**config.mk**
```make
export PLATFORM = sky130hd
export DESIGN_NAME = pwm_dual_mode
export DESIGN_NICKNAME = d
export VERILOG_FILES = /design/src/rtl/pwm_dm_pkg.sv /design/src/rtl/pwm_dm_rst_sync.sv /design/src/rtl/pwm_dm_regs.sv /design/src/rtl/pwm_dm_counter.sv /design/src/rtl/pwm_dm_out.sv /design/src/rtl/pwm_dual_mode.sv
export SDC_FILE = /design/constraint.sdc
export NUM_CORES = 1
export LEC_CHECK = 0
export CAP_MARGIN = 20
export CORE_AREA = 2 2 109 111
export CTS_BUF_LIST = sky130_fd_sc_hd__clkbuf_4 sky130_fd_sc_hd__clkbuf_8
export DETAILED_ROUTE_END_ITERATION = 12
export DIE_AREA = 0 0 111 113
export PLACE_DENSITY_LB_ADDON = 0.2
export SLEW_MARGIN = 20
export SYNTH_ARGS = -nofsm -noshare
export SYNTH_HDL_FRONTEND = slang
export SYNTH_SLANG_ARGS = --single-unit
```
**constraint.sdc**
```tcl
create_clock -name clk -period 1.4 [get_ports clk]
set_clock_uncertainty 0.1 [all_clocks]
set_input_delay 0.21 -clock clk [delete_from_list [all_inputs] [get_ports clk]]
set_output_delay 0.21 -clock clk [all_outputs]
set_load 0.05 [all_outputs]
```
**src/rtl/pwm_dm_pkg.sv**
```systemverilog
package pwm_dm_pkg;
  typedef enum logic {
    CNT_UP   = 1'b0,
    CNT_DOWN = 1'b1
  } cnt_dir_e;
endpackage

```
**src/rtl/pwm_dm_rst_sync.sv**
```systemverilog
module pwm_dm_rst_sync #(
  parameter int STAGES = 2
) (
  input  logic clk,
  input  logic rst_n,
  output logic rst_sync_n
);
  logic [STAGES-1:0] sync_q;

  always_ff @(posedge clk or negedge rst_n) begin
    if (!rst_n) begin
      sync_q <= '0;
    end else begin
      sync_q <= {sync_q[STAGES-2:0], 1'b1};
    end
  end

  assign rst_sync_n = sync_q[STAGES-1];
endmodule

```
**src/rtl/pwm_dm_regs.sv**
```systemverilog
module pwm_dm_regs #(
  parameter int CNT_W  = 8,
  parameter int DUTY_W = CNT_W + 1
) (
  input  logic              clk,
  input  logic              rst_n,
  input  logic              per_wr,
  input  logic [CNT_W-1:0]  per_wdata,
  input  logic              duty_wr,
  input  logic [DUTY_W-1:0] duty_wdata,
  input  logic              load,
  output logic [CNT_W-1:0]  per_act,
  output logic [DUTY_W-1:0] duty_act,
  output logic [DUTY_W-1:0] duty_nxt
);
  logic [CNT_W-1:0]  per_sh_q,   per_sh_d;
  logic [DUTY_W-1:0] duty_sh_q,  duty_sh_d;
  logic [CNT_W-1:0]  per_act_q,  per_act_d;
  logic [DUTY_W-1:0] duty_act_q, duty_act_d;

  // shadow capture and boundary transfer; the transfer sees the pre-edge shadow
  always_comb begin
    per_sh_d   = per_sh_q;
    duty_sh_d  = duty_sh_q;
    per_act_d  = per_act_q;
    duty_act_d = duty_act_q;
    if (per_wr)  per_sh_d  = per_wdata;
    if (duty_wr) duty_sh_d = duty_wdata;
    if (load) begin
      per_act_d  = per_sh_q;
      duty_act_d = duty_sh_q;
    end
  end

  always_ff @(posedge clk or negedge rst_n) begin
    if (!rst_n) begin
      per_sh_q   <= '0;
      duty_sh_q  <= '0;
      per_act_q  <= '0;
      duty_act_q <= '0;
    end else begin
      per_sh_q   <= per_sh_d;
      duty_sh_q  <= duty_sh_d;
      per_act_q  <= per_act_d;
      duty_act_q <= duty_act_d;
    end
  end

  assign per_act  = per_act_q;
  assign duty_act = duty_act_q;
  assign duty_nxt = duty_act_d;
endmodule

```
**src/rtl/pwm_dm_counter.sv**
```systemverilog
module pwm_dm_counter
  import pwm_dm_pkg::*;
#(
  parameter int CNT_W = 8
) (
  input  logic             clk,
  input  logic             rst_n,
  input  logic             en,
  input  logic             centre,
  input  logic [CNT_W-1:0] per_act,
  output logic [CNT_W-1:0] cnt,
  output logic [CNT_W-1:0] cnt_nxt,
  output logic             term
);
  localparam logic [CNT_W-1:0] ONE  = CNT_W'(1);
  localparam logic [CNT_W-1:0] ZERO = '0;

  logic [CNT_W-1:0] cnt_q, cnt_d;
  cnt_dir_e         dir_q, dir_d;
  logic             at_top;

  assign at_top = (cnt_q >= per_act);

  always_comb begin
    cnt_d = cnt_q;
    dir_d = dir_q;
    term  = 1'b0;
    if (en) begin
      if (!centre) begin
        // edge-aligned: count up, wrap after the period value
        term  = (cnt_q == per_act);
        cnt_d = term ? ZERO : cnt_q + ONE;
        dir_d = CNT_UP;
      end else begin
        // centre-aligned: up to the period, back down to zero
        if (dir_q == CNT_UP) begin
          if (at_top) cnt_d = (per_act == ZERO) ? ZERO : cnt_q - ONE;
          else        cnt_d = cnt_q + ONE;
        end else begin
          cnt_d = cnt_q - ONE;
        end
        term = (cnt_d == ZERO);
        if (term)                           dir_d = CNT_UP;
        else if (dir_q == CNT_UP && at_top) dir_d = CNT_DOWN;
      end
    end
  end

  always_ff @(posedge clk or negedge rst_n) begin
    if (!rst_n) begin
      cnt_q <= '0;
      dir_q <= CNT_UP;
    end else if (en) begin
      cnt_q <= cnt_d;
      dir_q <= dir_d;
    end
  end

  assign cnt     = cnt_q;
  assign cnt_nxt = cnt_d;
endmodule

```
**src/rtl/pwm_dm_out.sv**
```systemverilog
module pwm_dm_out #(
  parameter int CNT_W  = 8,
  parameter int DUTY_W = CNT_W + 1
) (
  input  logic              clk,
  input  logic              rst_n,
  input  logic              term,
  input  logic [CNT_W-1:0]  cnt_nxt,
  input  logic [DUTY_W-1:0] duty_nxt,
  output logic              pwm,
  output logic              evt
);
  localparam int PAD_W = DUTY_W - CNT_W;

  logic pwm_d, pwm_q, evt_q;

  // registered compare of the values that will hold after this edge
  assign pwm_d = ({{PAD_W{1'b0}}, cnt_nxt} < duty_nxt);

  always_ff @(posedge clk or negedge rst_n) begin
    if (!rst_n) begin
      pwm_q <= 1'b0;
      evt_q <= 1'b0;
    end else begin
      pwm_q <= pwm_d;
      evt_q <= term;
    end
  end

  assign pwm = pwm_q;
  assign evt = evt_q;
endmodule

```
**src/rtl/pwm_dual_mode.sv**
```systemverilog
module pwm_dual_mode #(
  parameter int CNT_W      = 8,
  parameter int SYNC_STAGE = 2
) (
  input  logic             clk,
  input  logic             rst_n,
  input  logic             en,
  input  logic             mode_centre,
  input  logic             per_wr,
  input  logic [CNT_W-1:0] per_wdata,
  input  logic             duty_wr,
  input  logic [CNT_W:0]   duty_wdata,
  output logic             pwm_out,
  output logic             period_evt
);
  localparam int DUTY_W = CNT_W + 1;

  logic              rst_sync_n;
  logic              term;
  logic [CNT_W-1:0]  cnt;
  logic [CNT_W-1:0]  cnt_nxt;
  logic [CNT_W-1:0]  per_act;
  logic [DUTY_W-1:0] duty_act;
  logic [DUTY_W-1:0] duty_nxt;

  pwm_dm_rst_sync #(.STAGES(SYNC_STAGE)) u_rst (
    .clk        (clk),
    .rst_n      (rst_n),
    .rst_sync_n (rst_sync_n)
  );

  pwm_dm_regs #(.CNT_W(CNT_W), .DUTY_W(DUTY_W)) u_regs (
    .clk        (clk),
    .rst_n      (rst_sync_n),
    .per_wr     (per_wr),
    .per_wdata  (per_wdata),
    .duty_wr    (duty_wr),
    .duty_wdata (duty_wdata),
    .load       (term),
    .per_act    (per_act),
    .duty_act   (duty_act),
    .duty_nxt   (duty_nxt)
  );

  pwm_dm_counter #(.CNT_W(CNT_W)) u_cnt (
    .clk     (clk),
    .rst_n   (rst_sync_n),
    .en      (en),
    .centre  (mode_centre),
    .per_act (per_act),
    .cnt     (cnt),
    .cnt_nxt (cnt_nxt),
    .term    (term)
  );

  pwm_dm_out #(.CNT_W(CNT_W), .DUTY_W(DUTY_W)) u_out (
    .clk      (clk),
    .rst_n    (rst_sync_n),
    .term     (term),
    .cnt_nxt  (cnt_nxt),
    .duty_nxt (duty_nxt),
    .pwm      (pwm_out),
    .evt      (period_evt)
  );
endmodule

```
==> out/results.ini <==
[sta]
hold_viol_final=0
postLayoutSetupSlackWorst_ps=-3061
slew_violations=0
report.final.setup_viol=28
min_period_over_period=3.187
finalWorstPathRequiredPeriod_ps=4461
achievable-frequency_mhz=224.1
unrepaired_setup_endpoints_after_global_routing=true

[setup_path]
crit_type=flop to flop
crit_buf_inv=17
crit_path_start_kind=flop
highest_fanout_seen_on_the_critical_path=5
cp_common_cell=buf_6
crit_cells=26
timing.critical_path.to_type=flop
critPathRequiredTime_ps=1480
worst_path_max_delay_cell=a2111oi_4
crit_path_max_incr_delay_ps=410
worstPathArrival_ps=4540
crit_family=compound AO/OA/AOI/OAI gates
r2r_cells=26

[pwr]
p_leak_nw=2.038
power_per_cell_area_nw_per_um2=2251
power.ir.vdd_worst_uv=974.7

[run_status]
run_status=finished, violations left
violations=negative setup slack

[die]
die_x_um=111
core_area_um2=11270
dieHeight_um=113
placement_rows=39
die_area_um2=12540
initial_core_util=0.2486
top_level_ports=25

[cts]
clock_sink_count=47
ctsHtreeMaxLevel=2
tritoncts.num_buffers=5
cts_root_buffer=clkbuf_8
clk_pin_slew_worst_paths_ps=90
max-clock-path-buffers=2
tritoncts=yes
worstSkewPairLatency_ps=290

[logic_synthesis]
post_synth_num_cell_types=53
syn_inst=275
yosysTopAreaCellShare=0.4196
syn-cell-area_um2=2803
seq_area_frac_synth=0.4196
post_synth.cell_area_avg_um2=10.19
yosys-top-cells-count=dfrtp_1, mux2_2, inv_1
ys_seq_elements=47
synth.largest_area_cell=dfrtp_1
synth.yosys.warnings=0
netlist_top_cells_area=dfrtp_1, mux2_2, ha_1, a21oi_1, o21ai_0
synth_async_sr_flop_share=1.000
synth_edf_count=0
synth.most_common_cell=dfrtp_1
syn-num-nets=315
synth_top_flop_cell=dfrtp_1

[route]
drt_first_iter_violations=72
drt.antenna.violating_nets=0
finalWirelength_um=7704
route.detailed.drc=0
vias=2526
detailedRoute.firstPassIterationCount=4
via_per_inst=4.643
wl_per_cell_um=14.16

[grt]
grt_first_pass_wirelength_um=12960
grt_antenna_before_repair=0
vias_in_the_first_global_route=2612
grt_use_total=0.1256
globalRoute.totalOverflow=0
grt_max_degree=46

[flow_run]
timing.max_cap.violations=0

[min_path]
worstHoldPathType=flop to async pin

[placed_design]
dp.final_hpwl_um=5557
numPortBuffers=24
placement.cell_area_um2=3761
gp_congestion=0.8302

[layout]
final_core_util=0.4065
finish.net_count=440
fill_cells=1080
post_route_cell_area_um2=4582
area_growth_syn_to_layout_pct=63.48
drive_gt1_frac=0.5087
antenna_cells=0

-- stage by stage --
stage / hold slack, ps / setup slack (ps) / power, mW / setup TNS [ps] / cells
after floorplan: -185.6 / -3095 / 5.096 / -42580 / 275
after global placement: 156.2 / -3038 / 7.223 / -47000 / 501
after detailed placement: 152.2 / -3090 / 7.247 / -47480 / 501
after CTS: 154.2 / -3078 / 9.695 / -47880 / 528
after global routing: 177.4 / -3243 / 11.15 / -61090 / 544
final: 142.3 / -3061 / 10.32 / -57710 / 544
-- layout by cell type (no fill, tap or decap), types with 5 or more instances in the layout --
master           count
buf_4               77
dfrtp_1             46
buf_6               29
clkdlybuf4s50_1     22
mux2_2              18
inv_1               15
nor2_1              15
ha_1                13
nand3_1             12
a21oi_2              9
a21oi_1              9
nand2_1              7
nand2_2              7
a22o_1               6
o21ai_1              6
xor2_1               5
o21ai_2              5
mux2_4               5
clkbuf_8             5
-- what timing repair did --
| action | 4_1_cts | 5_1_grt |
|---|---|---|
| cloned | 1 | 0 |
| resized for setup | 63 | 55 |
| buffers inserted | 19 | 23 |
| setup endpoints to repair | 28 | 28 |
| pin swaps | 28 | 20 |
| endpoints found under the hold margin | 2 | 0 |
| hold buffers | 1 | 0 |
-- logic make-up after synthesis --
group,Yosys count,synth area share
multiplexers,28,0.1116
other,1,0.001338
adder cells (fa/ha/maj),17,0.07589
AO/OA/AOI/OAI,69,0.1817
buffers and inverters,34,0.05580
flip-flops,47,0.4196
AND/OR/NAND/NOR,71,0.1290
XOR/XNOR,8,0.02500
-- cell type report --
| type | instances | area (µm²) | share of cell area |
|---|---|---|---|
| multi-input cells | 194 | 1798 | 0.3924 |
| inverters | 19 | 76.32 | 0.01666 |
| repair buffers | 133 | 1215 | 0.2652 |
| well taps | 143 | 178.9 | 0.03905 |
| clock inverters | 2 | 60.06 | 0.01311 |
| flip-flops and latches | 47 | 1177 | 0.2570 |
| clock buffers | 6 | 76.32 | 0.01666 |
-- layer usage --
layer / up-vias / track usage / wire length, µm
met5: - / 0 / 0
met4: 0 / 0.01667 / 50
met3: 6 / 0.02303 / 296
met2: 39 / 0.2164 / 3752
met1: 1233 / 0.1700 / 3605
li1: 1248 / - / -
-- final timing paths --
path	from	slack, ps	to
max	u_cnt.cnt[0]	-3060	u_regs.per_act[0]
min	u_rst.sync_q[1]	140	u_regs.duty_sh_q[7]
max reg2reg	u_cnt.cnt[0]	-3060	u_regs.per_act[0]
min reg2reg	u_rst.sync_q[1]	140	u_regs.duty_sh_q[7]
max in group asynchronous	rst_n	560	u_rst.sync_q[1]
min in group clk	u_rst.sync_q[0]	260	u_rst.sync_q[1]
-- state kept, by name, indices dropped and copies added (netlist names) --
| name | cells |
|---|---|
| u_regs.duty_sh_q | 9 |
| u_cnt.cnt | 8 |
| u_cnt.dir_q | 1 |
| u_out.evt | 1 |
| u_regs.per_sh_q | 8 |
| u_out.pwm | 1 |
| u_regs.duty_act | 9 |
| u_regs.per_act | 8 |
| u_rst.sync_q | 2 |
-- power by group --
group          switching (mW)  leakage (nW)  total, mW  internal (mW)
sequential              0.281         0.558       2.07           1.78
clock                   0.448        0.0688       1.18          0.733
combinational            3.24          1.41       7.07           3.83
total                    3.97          2.04       10.3           6.35
No activity file was read; power rests on OpenSTA's default activity.
